==> src/rtl/mt_sel_pkg.sv <==
package mt_sel_pkg;
    localparam int NTHR = 4;
    localparam int TIDW = $clog2(NTHR);

    typedef logic [TIDW-1:0] tid_t;
    typedef logic [NTHR-1:0] tmask_t;
    // age list: entry 0 is the oldest, entry NTHR-1 the newest
    typedef logic [NTHR-1:0][TIDW-1:0] age_list_t;

    typedef struct packed {
        logic   valid;
        tmask_t onehot;
        tid_t   id;
    } pick_t;

    function automatic age_list_t initial_ages();
        age_list_t a;
        for (int k = 0; k < NTHR; k++) a[k] = tid_t'(k);
        return a;
    endfunction
endpackage

==> src/rtl/mt_avail_track.sv <==
module mt_avail_track
    import mt_sel_pkg::*;
(
    input  logic   clk,
    input  logic   rst,
    input  tmask_t ready,
    input  tmask_t block_evt,
    input  tmask_t resume,
    output tmask_t avail
);
    tmask_t blk_q;

    always_ff @(posedge clk) begin
        if (rst) blk_q <= '0;
        else     blk_q <= (blk_q & ~resume) | block_evt;
    end

    // an event hides its thread in the cycle it arrives
    assign avail = ready & ~blk_q & ~block_evt;
endmodule

==> src/rtl/mt_oldest_pick.sv <==
module mt_oldest_pick
    import mt_sel_pkg::*;
(
    input  age_list_t ages,
    input  tmask_t    avail,
    output pick_t     pick
);
    always_comb begin
        pick = '0;
        // scan newest to oldest; the last hit is the oldest available
        for (int k = NTHR - 1; k >= 0; k--) begin
            if (avail[ages[k]]) begin
                pick.valid  = 1'b1;
                pick.id     = ages[k];
                pick.onehot = tmask_t'(1) << ages[k];
            end
        end
    end
endmodule

==> src/rtl/mt_age_list.sv <==
module mt_age_list
    import mt_sel_pkg::*;
(
    input  logic      clk,
    input  logic      rst,
    input  logic      touch,
    input  tid_t      touch_id,
    output age_list_t ages
);
    age_list_t ages_q, ages_d;
    tid_t      pos;

    always_comb begin
        pos = '0;
        for (int k = 0; k < NTHR; k++)
            if (ages_q[k] == touch_id) pos = tid_t'(k);
    end

    always_comb begin
        ages_d = ages_q;
        if (touch) begin
            for (int k = 0; k < NTHR - 1; k++)
                ages_d[k] = (tid_t'(k) < pos) ? ages_q[k] : ages_q[k + 1];
            ages_d[NTHR - 1] = touch_id;
        end
    end

    always_ff @(posedge clk) begin
        if (rst) ages_q <= initial_ages();
        else     ages_q <= ages_d;
    end

    assign ages = ages_q;
endmodule

==> src/rtl/mt_thread_picker.sv <==
module mt_thread_picker
    import mt_sel_pkg::*;
(
    input  logic             clk,
    input  logic             rst,
    input  logic [NTHR-1:0]  thr_ready,
    input  logic [NTHR-1:0]  ev_miss,
    input  logic [NTHR-1:0]  ev_trap,
    input  logic [NTHR-1:0]  ev_conflict,
    input  logic [NTHR-1:0]  op_start,
    input  logic [NTHR-1:0]  op_done,
    input  logic             advance,
    output logic [NTHR-1:0]  sel_onehot,
    output logic             sel_valid
);
    tmask_t    block_evt;
    tmask_t    avail;
    age_list_t ages;
    pick_t     pick;

    assign block_evt = ev_miss | ev_trap | ev_conflict | op_start;

    mt_avail_track u_avail (
        .clk       (clk),
        .rst       (rst),
        .ready     (thr_ready),
        .block_evt (block_evt),
        .resume    (op_done),
        .avail     (avail)
    );

    mt_oldest_pick u_pick (
        .ages  (ages),
        .avail (avail),
        .pick  (pick)
    );

    mt_age_list u_ages (
        .clk      (clk),
        .rst      (rst),
        .touch    (advance & pick.valid),
        .touch_id (pick.id),
        .ages     (ages)
    );

    assign sel_onehot = pick.onehot;
    assign sel_valid  = pick.valid;
endmodule

==> config.mk <==
export PLATFORM = sky130hd
export DESIGN_NAME = mt_thread_picker
export DESIGN_NICKNAME = d
export VERILOG_FILES = /design/src/rtl/mt_sel_pkg.sv /design/src/rtl/mt_avail_track.sv /design/src/rtl/mt_oldest_pick.sv /design/src/rtl/mt_age_list.sv /design/src/rtl/mt_thread_picker.sv
export SDC_FILE = /design/constraint.sdc
export NUM_CORES = 1
export LEC_CHECK = 0
export ABC_CLOCK_PERIOD_IN_PS = 5800
export BUFFER_PORTS_ARGS = -buffer_cell sky130_fd_sc_hd__buf_4
export CAP_MARGIN = 20
export CORE_UTILIZATION = 40
export DETAILED_ROUTE_END_ITERATION = 16
export SYNTH_ARGS = -nofsm -noshare
export SYNTH_HDL_FRONTEND = slang
export SYNTH_SLANG_ARGS = --single-unit
==> constraint.sdc <==
create_clock -name clk -period 5.8 [get_ports clk]
set_input_delay 0.87 -clock clk [delete_from_list [all_inputs] [get_ports clk]]
set_output_delay 0.87 -clock clk [all_outputs]
set_load 0.05 [all_outputs]
# After elaboration in Yosys (flattened, before gate mapping)
# Index checks and enable logic that the tools add are counted.
[word_totals] regBits=12 input_bits=27 output_inout_bits=5 elab_cells=51
[op_classes] order_cmp=7 eq_ne=3 shift=4 muxes=15 bitwise_logic=14 n_reduce_logical=3
[op_table] cell="$mux W7" count=4
[op_table] cell="$or A4 B4 Y4" count=4
[op_table] cell="$shl A1 B2 Y4 const A" count=4
[op_table] cell="$and A4 B4 Y4" count=3
[op_table] cell="$lt A2 B3 Y1 const B" count=4
[op_table] cell="$not A4 Y4" count=3
[op_table] cell="$bmux W1 S2" count=4
[op_table] cell="$eq A2 B2 Y1" count=3
[op_table] cell="$reduce_and A2 Y1" count=3
[op_table] cell="$mux W1" count=5
[op_table] cell="$lt A1 B2 Y1 const A" count=2
[op_table] cell="$mux W2" count=2
[op_table] cell="$not A1 Y1" count=3
[op_table] cell="$lt A2 B2 Y1 const A" count=1
[op_table] cell="$and A1 B1 Y1" count=1

# Depth between registers and ports, before layout
[depth] ltp_word=18 depth_mapped=10 mapped_depth_nobuf=8

# Hierarchy
# A second synthesis with hierarchy kept.
[unflattened] cells_unflattened=131 hier_area_um2=1096.1
[by_module_without_submodules] module="mt_oldest_pick" instances=1 cells_each=68 area_each_um2=490.5 seq_area_each_um2=0.0
[by_module_without_submodules] module="mt_age_list" instances=1 cells_each=38 area_each_um2=399.1 seq_area_each_um2=160.2
[by_module_without_submodules] module="mt_avail_track" instances=1 cells_each=20 area_each_um2=170.2 seq_area_each_um2=80.1
[by_module_without_submodules] module="mt_thread_picker" instances=1 cells_each=5 area_each_um2=36.3 seq_area_each_um2=0.0

# Worst setup path after synthesis
# OpenSTA, ideal clock, no wires.
[synth_timing] path_type="input -> register" from="input port ev_trap[3]" to="register u_ages.ages_q (netlist bit u_ages.ages[1])" setup_time_ns=0.074 t_arrival_ns=3.916 t_required_ns=5.726 slack_ns=1.810 cell_stages=9 n_path_buf=1 path_cell_list="or4_1 -> buf_2 -> or2_4 -> mux4_2 -> nand4_1 -> nand2_1 -> a41o_4 -> or4_1 -> a31oi_1"
[synth_via] elab_cells_between_ends=27 cone_classes="1 x order compare; 3 x eq/ne; 15 x mux; 7 x bitwise; 1 x reduce/logical"
[synth_lines] element="from (decl)" line="mt_thread_picker.sv:8" rtl="input logic [NTHR-1:0] ev_trap,"
[synth_lines] element="$or A4 B4 Y4 * (3 in series)" line="mt_thread_picker.sv:21" rtl="assign block_evt = ev_miss | ev_trap | ev_conflict | op_start;"
[synth_lines] element="$not A4 Y4 *" line="mt_avail_track.sv:19" rtl="assign avail = ready & ~blk_q & ~block_evt;"
[synth_lines] element="$and A4 B4 Y4 *" line="mt_avail_track.sv:19"
[synth_lines] element="$bmux W1 S2" line="mt_oldest_pick.sv:12" rtl="if (avail[ages[k]]) begin"
[synth_lines] element="$mux W1 (implied by the code)" line="mt_oldest_pick.sv:12"
[synth_lines] element="$mux W7 (3 in series)" line="mt_oldest_pick.sv:12"
[synth_lines] element="$mux W7 *" line="mt_oldest_pick.sv:12"
[synth_lines] element="named net sel_valid" line="mt_thread_picker.sv:14" rtl="output logic sel_valid"
[synth_lines] element="$and A1 B1 Y1 *" line="mt_thread_picker.sv:41" rtl=".touch (advance & pick.valid),"
[synth_lines] element="$reduce_and A2 Y1 (no source line) *"
[synth_lines] element="to (signal assigned)" line="mt_age_list.sv:29" rtl="if (rst) ages_q <= initial_ages();"
[synth_lines] element="to (signal assigned)" line="mt_age_list.sv:30" rtl="else ages_q <= ages_d;"
[synth_lines] element="to (decl)" line="mt_age_list.sv:10" rtl="age_list_t ages_q, ages_d;"
# The timed path passes the listed nets; every way through them passes the cells marked *. The select of a mux whose other input is x is not followed.
# A chain may end at the register's enable or synchronous reset.

# Worst setup path in the final report
[layout_timing] from="input port ev_trap[2]" to="output port sel_onehot[3]"
[layout_via] elab_chain_len=11 elab_cells_between_ends=17 cone_classes="12 x mux; 5 x bitwise"
[layout_lines] element="$or A4 B4 Y4 * (3 in series)" line="mt_thread_picker.sv:21"
[layout_lines] element="$not A4 Y4 *" line="mt_avail_track.sv:19"
[layout_lines] element="$and A4 B4 Y4 *" line="mt_avail_track.sv:19"
[layout_lines] element="$bmux W1 S2" line="mt_oldest_pick.sv:12"
[layout_lines] element="$mux W1 (implied by the code)" line="mt_oldest_pick.sv:12"
[layout_lines] element="$mux W7 (3 in series)" line="mt_oldest_pick.sv:12"
[layout_lines] element="$mux W7 *" line="mt_oldest_pick.sv:12"
[layout_lines] element="to (decl)" line="mt_thread_picker.sv:13" rtl="output logic [NTHR-1:0] sel_onehot,"
# Every way passes the cells marked *; elsewhere a longest branch is shown, timed or not. The select of a mux whose other input is x is not followed.

==> summary.md <==
| Metric | Value |
|---|---|
| Die Y | 58.7 µm |
| Worst clock skew | about 0.0031 ns |
| Worst path required time | between 4 and 5 ns |
| Non-filler cells, final | 225 |
| CP Max Fanout | 6 |
| Max incr delay on CP | 0.62 ns |
| Most used DFF post-synth | dfxtp_1 |
| Detailed-route wire length per cell | about 16 µm |
| Initial antenna violation count | 0 |
| Syn Std Cell Area | 0.00129 mm² |
| Post-DRT Antenna Nets | 0 |
| Die extent in x | 58.7 µm |
| CTS buffer count | 3 |
| Fin Hold WS | 0.483 ns |
| Clock-pin slew on the worst setup and hold paths | 0.09 ns |
| Detail-routed via count per cell | 5.93 |
| Top cells by area, synth | dfxtp_1 (19%), mux4_1 (6.1%), mux4_2 (5.2%) |
| Design Power | just over 0.2 mW |
| Number of warning messages in the yosys log | 0 |
| Pin count of the biggest net entering global routing | 14 |
| Cell taking the most area after synthesis | dfxtp_1 |
| Register area share after synthesis | 0.187 |
| Final period util | 0.723 |
| Crit path DAT | between 3 and 4 ns |
| # diodes | 0 |
| Site row count | 20 |
| Place WS | 1.63 ns |
| Fin worst setup slack | 1.61 ns |
| Asr flop ratio synth | 0 |
| Final Critical Period | 4.19 ns |
| Slew HR | 0.596 |
| GRT overflow | 0 |
| Post-CTS Resized | 0 |
| Max-slew violations | 0 |
| CP Class | primary input to output pin |
| Crit-path slowest cell | mux4_2 |
| # DRC | 0 |
| Clk Tree Root Cell | clkbuf_4 |
| Final #Nets | around 210 |
| GR Util All Layers | 0.234 |
| H-Tree Depth | 1 |
| Hold buffer count at CTS | 0 |
| Clk_lat worst skew | approximately 0.27 ns |
| Critical path cell sequence | buf_4 -> nor4_1 -> nand3b_1 -> mux4_2 -> a32o_1 -> a221oi_1 -> nor2_1 -> buf_4 |
| Starting DRT DRC Count | 41 |
| Synth Net Count | 184 |
| Io pins | 32 |
| GP Congestion | 0.915 |
| Crit end category | output pin |
| Core ar. | 0.00305 mm² |
| Die area | 0.00345 mm² |
| RSZ-0062 raised after global routing | false |
| Cell count after placement | 221 |
| Setup Buffers After CTS | 0 |
| Most frequent cell after synthesis | nor2_1 |
| Synth Instances | 157 |
| Post-synth top area share | 0.187 |
| Pwr/cell area | 136 mW/mm² |
| Vias | 1,335 |
| Finished Core Util | 0.495 |
| Deepest clock path buffer count | 2 |
| F_max | between 0.2 and 0.25 GHz |
| Yosys reg bits | 12 |
| Maximum VDD drop | around 0.000095 V |
| First-pass GRT wire length | 6.11 mm |
| Cells on worst reg2reg path | 8 |
| PortBufs | 31 |
| Routed WL | 3.50 mm |
| Vias in the first global route | about 1,300 |
| Commonest cells in the netlist | nor2_1 (17), a21oi_1 (12), dfxtp_1 (12), nand2_1 (12), o21ai_0 (9) |
| Synthesized area per cell | 8.20 µm² |
| P_leak | 0.564 nW |
| CTS Sinks | 12 |
| Total iterations of the first detailed-routing run | 4 |
| Share of layout cells above drive strength 1 | 0.309 |
| HPWL after DPL | 2.72 mm |
| Worst setup SP type | primary input |
| Setup Viol. Count Final | 0 |
| Starting Density | 0.422 |
| Number of synthesized flops with an enable pin | 0 |
| Synth-to-layout area growth | 17.5% |
| Distinct cells, synth | 54 |
| Setup TNS | 0 ns |
| Least-Margin Pin Slew | 0.600 ns |
| Placed cell areas | 0.00148 mm² |
| Final Cell Area | 0.00151 mm² |
| Tightest Hold Check Type | register to register |
| CTS tree | done |
| Hold Fails Final Rpt | 0 |
| Outcome | finished clean |
| Most used cell, CP | buf_4 |
| Hold path depth | 2 |
| Maxcap violations | 0 |
## cell families (layout without fill, tap and decap cells)
group,after synthesis,count (layout),share of synthesized area
buf+inv,19,43,0.100
compound gates,49,49,0.282
mux,7,7,0.121
flops,12,12,0.187
simple gates,69,69,0.303
xor+xnor,1,1,0.00680
## state kept, by name (all words and copies together), names as in the netlist
name / flops
u_avail.blk_q: 4
u_ages.ages: 8
## where the power goes
| group | switching, mW | internal, mW |
|---|---|---|
| logic | 0.0208 | 0.0245 |
| clock network | 0.0315 | 0.0381 |
| registers | 0.00593 | 0.0857 |
| total | 0.0582 | 0.148 |
## cell usage in the layout (no fill, tap or decap), drive strengths merged, types with 2 or more instances in the layout
cell / count
a211o: 2
a211oi: 3
a21o: 2
a21oi: 12
a22o: 2
a31oi: 2
a32o: 2
a41o: 2
a41oi: 2
and2b: 2
buf: 31
clkbuf: 4
dfxtp: 12
inv: 8
mux4: 6
nand2: 12
nand2b: 6
nand3: 3
nand3b: 2
nand4: 2
nor2: 17
nor3: 4
nor3b: 2
nor4: 2
o21ai: 9
o22ai: 3
o41a: 2
or2: 2
or2b: 2
or3: 2
or4: 4
## routing by layer
layer / share of wire / up-vias / GRT usage
met5: 0 / - / 0
met4: 0.025 / 0 / 0.105
met2: 0.45 / 66 / 0.359
li1: - / 650 / -
met3: 0.069 / 8 / 0.0286
met1: 0.45 / 611 / 0.327
## area by class of cell
class / count / area, µm²
Inverter: 8 / 30.0
Sequential cell: 12 / 240
Tap cell: 44 / 55.1
Multi-Input combinational cell: 126 / 918
Fill cell: 315 / 1540
Clock buffer: 4 / 36.3
Timing Repair Buffer: 31 / 233
## worst max-delay path, delay by kind of cell
kind	cells	cell delay, ns
AOI/OAI and AO/OA	2	0.57
and+or+nand+nor	3	0.96
buffers and inverters	2	0.30
muxes	1	0.62
## worst paths after layout
kind	start	to	slack, ns
hold reg to reg	u_avail.blk_q[0]$_SDFF_PP0_	u_avail.blk_q[0]$_SDFF_PP0_	0.48
hold / removal	u_avail.blk_q[0]$_SDFF_PP0_	u_avail.blk_q[0]$_SDFF_PP0_	0.48
setup / recovery	ev_trap[2]	sel_onehot[3]	1.61
setup reg to reg	u_avail.blk_q[3]$_SDFF_PP0_	u_ages.ages[1]$_SDFFE_PP0P_	2.66
No activity file was read; power rests on OpenSTA's default activity.
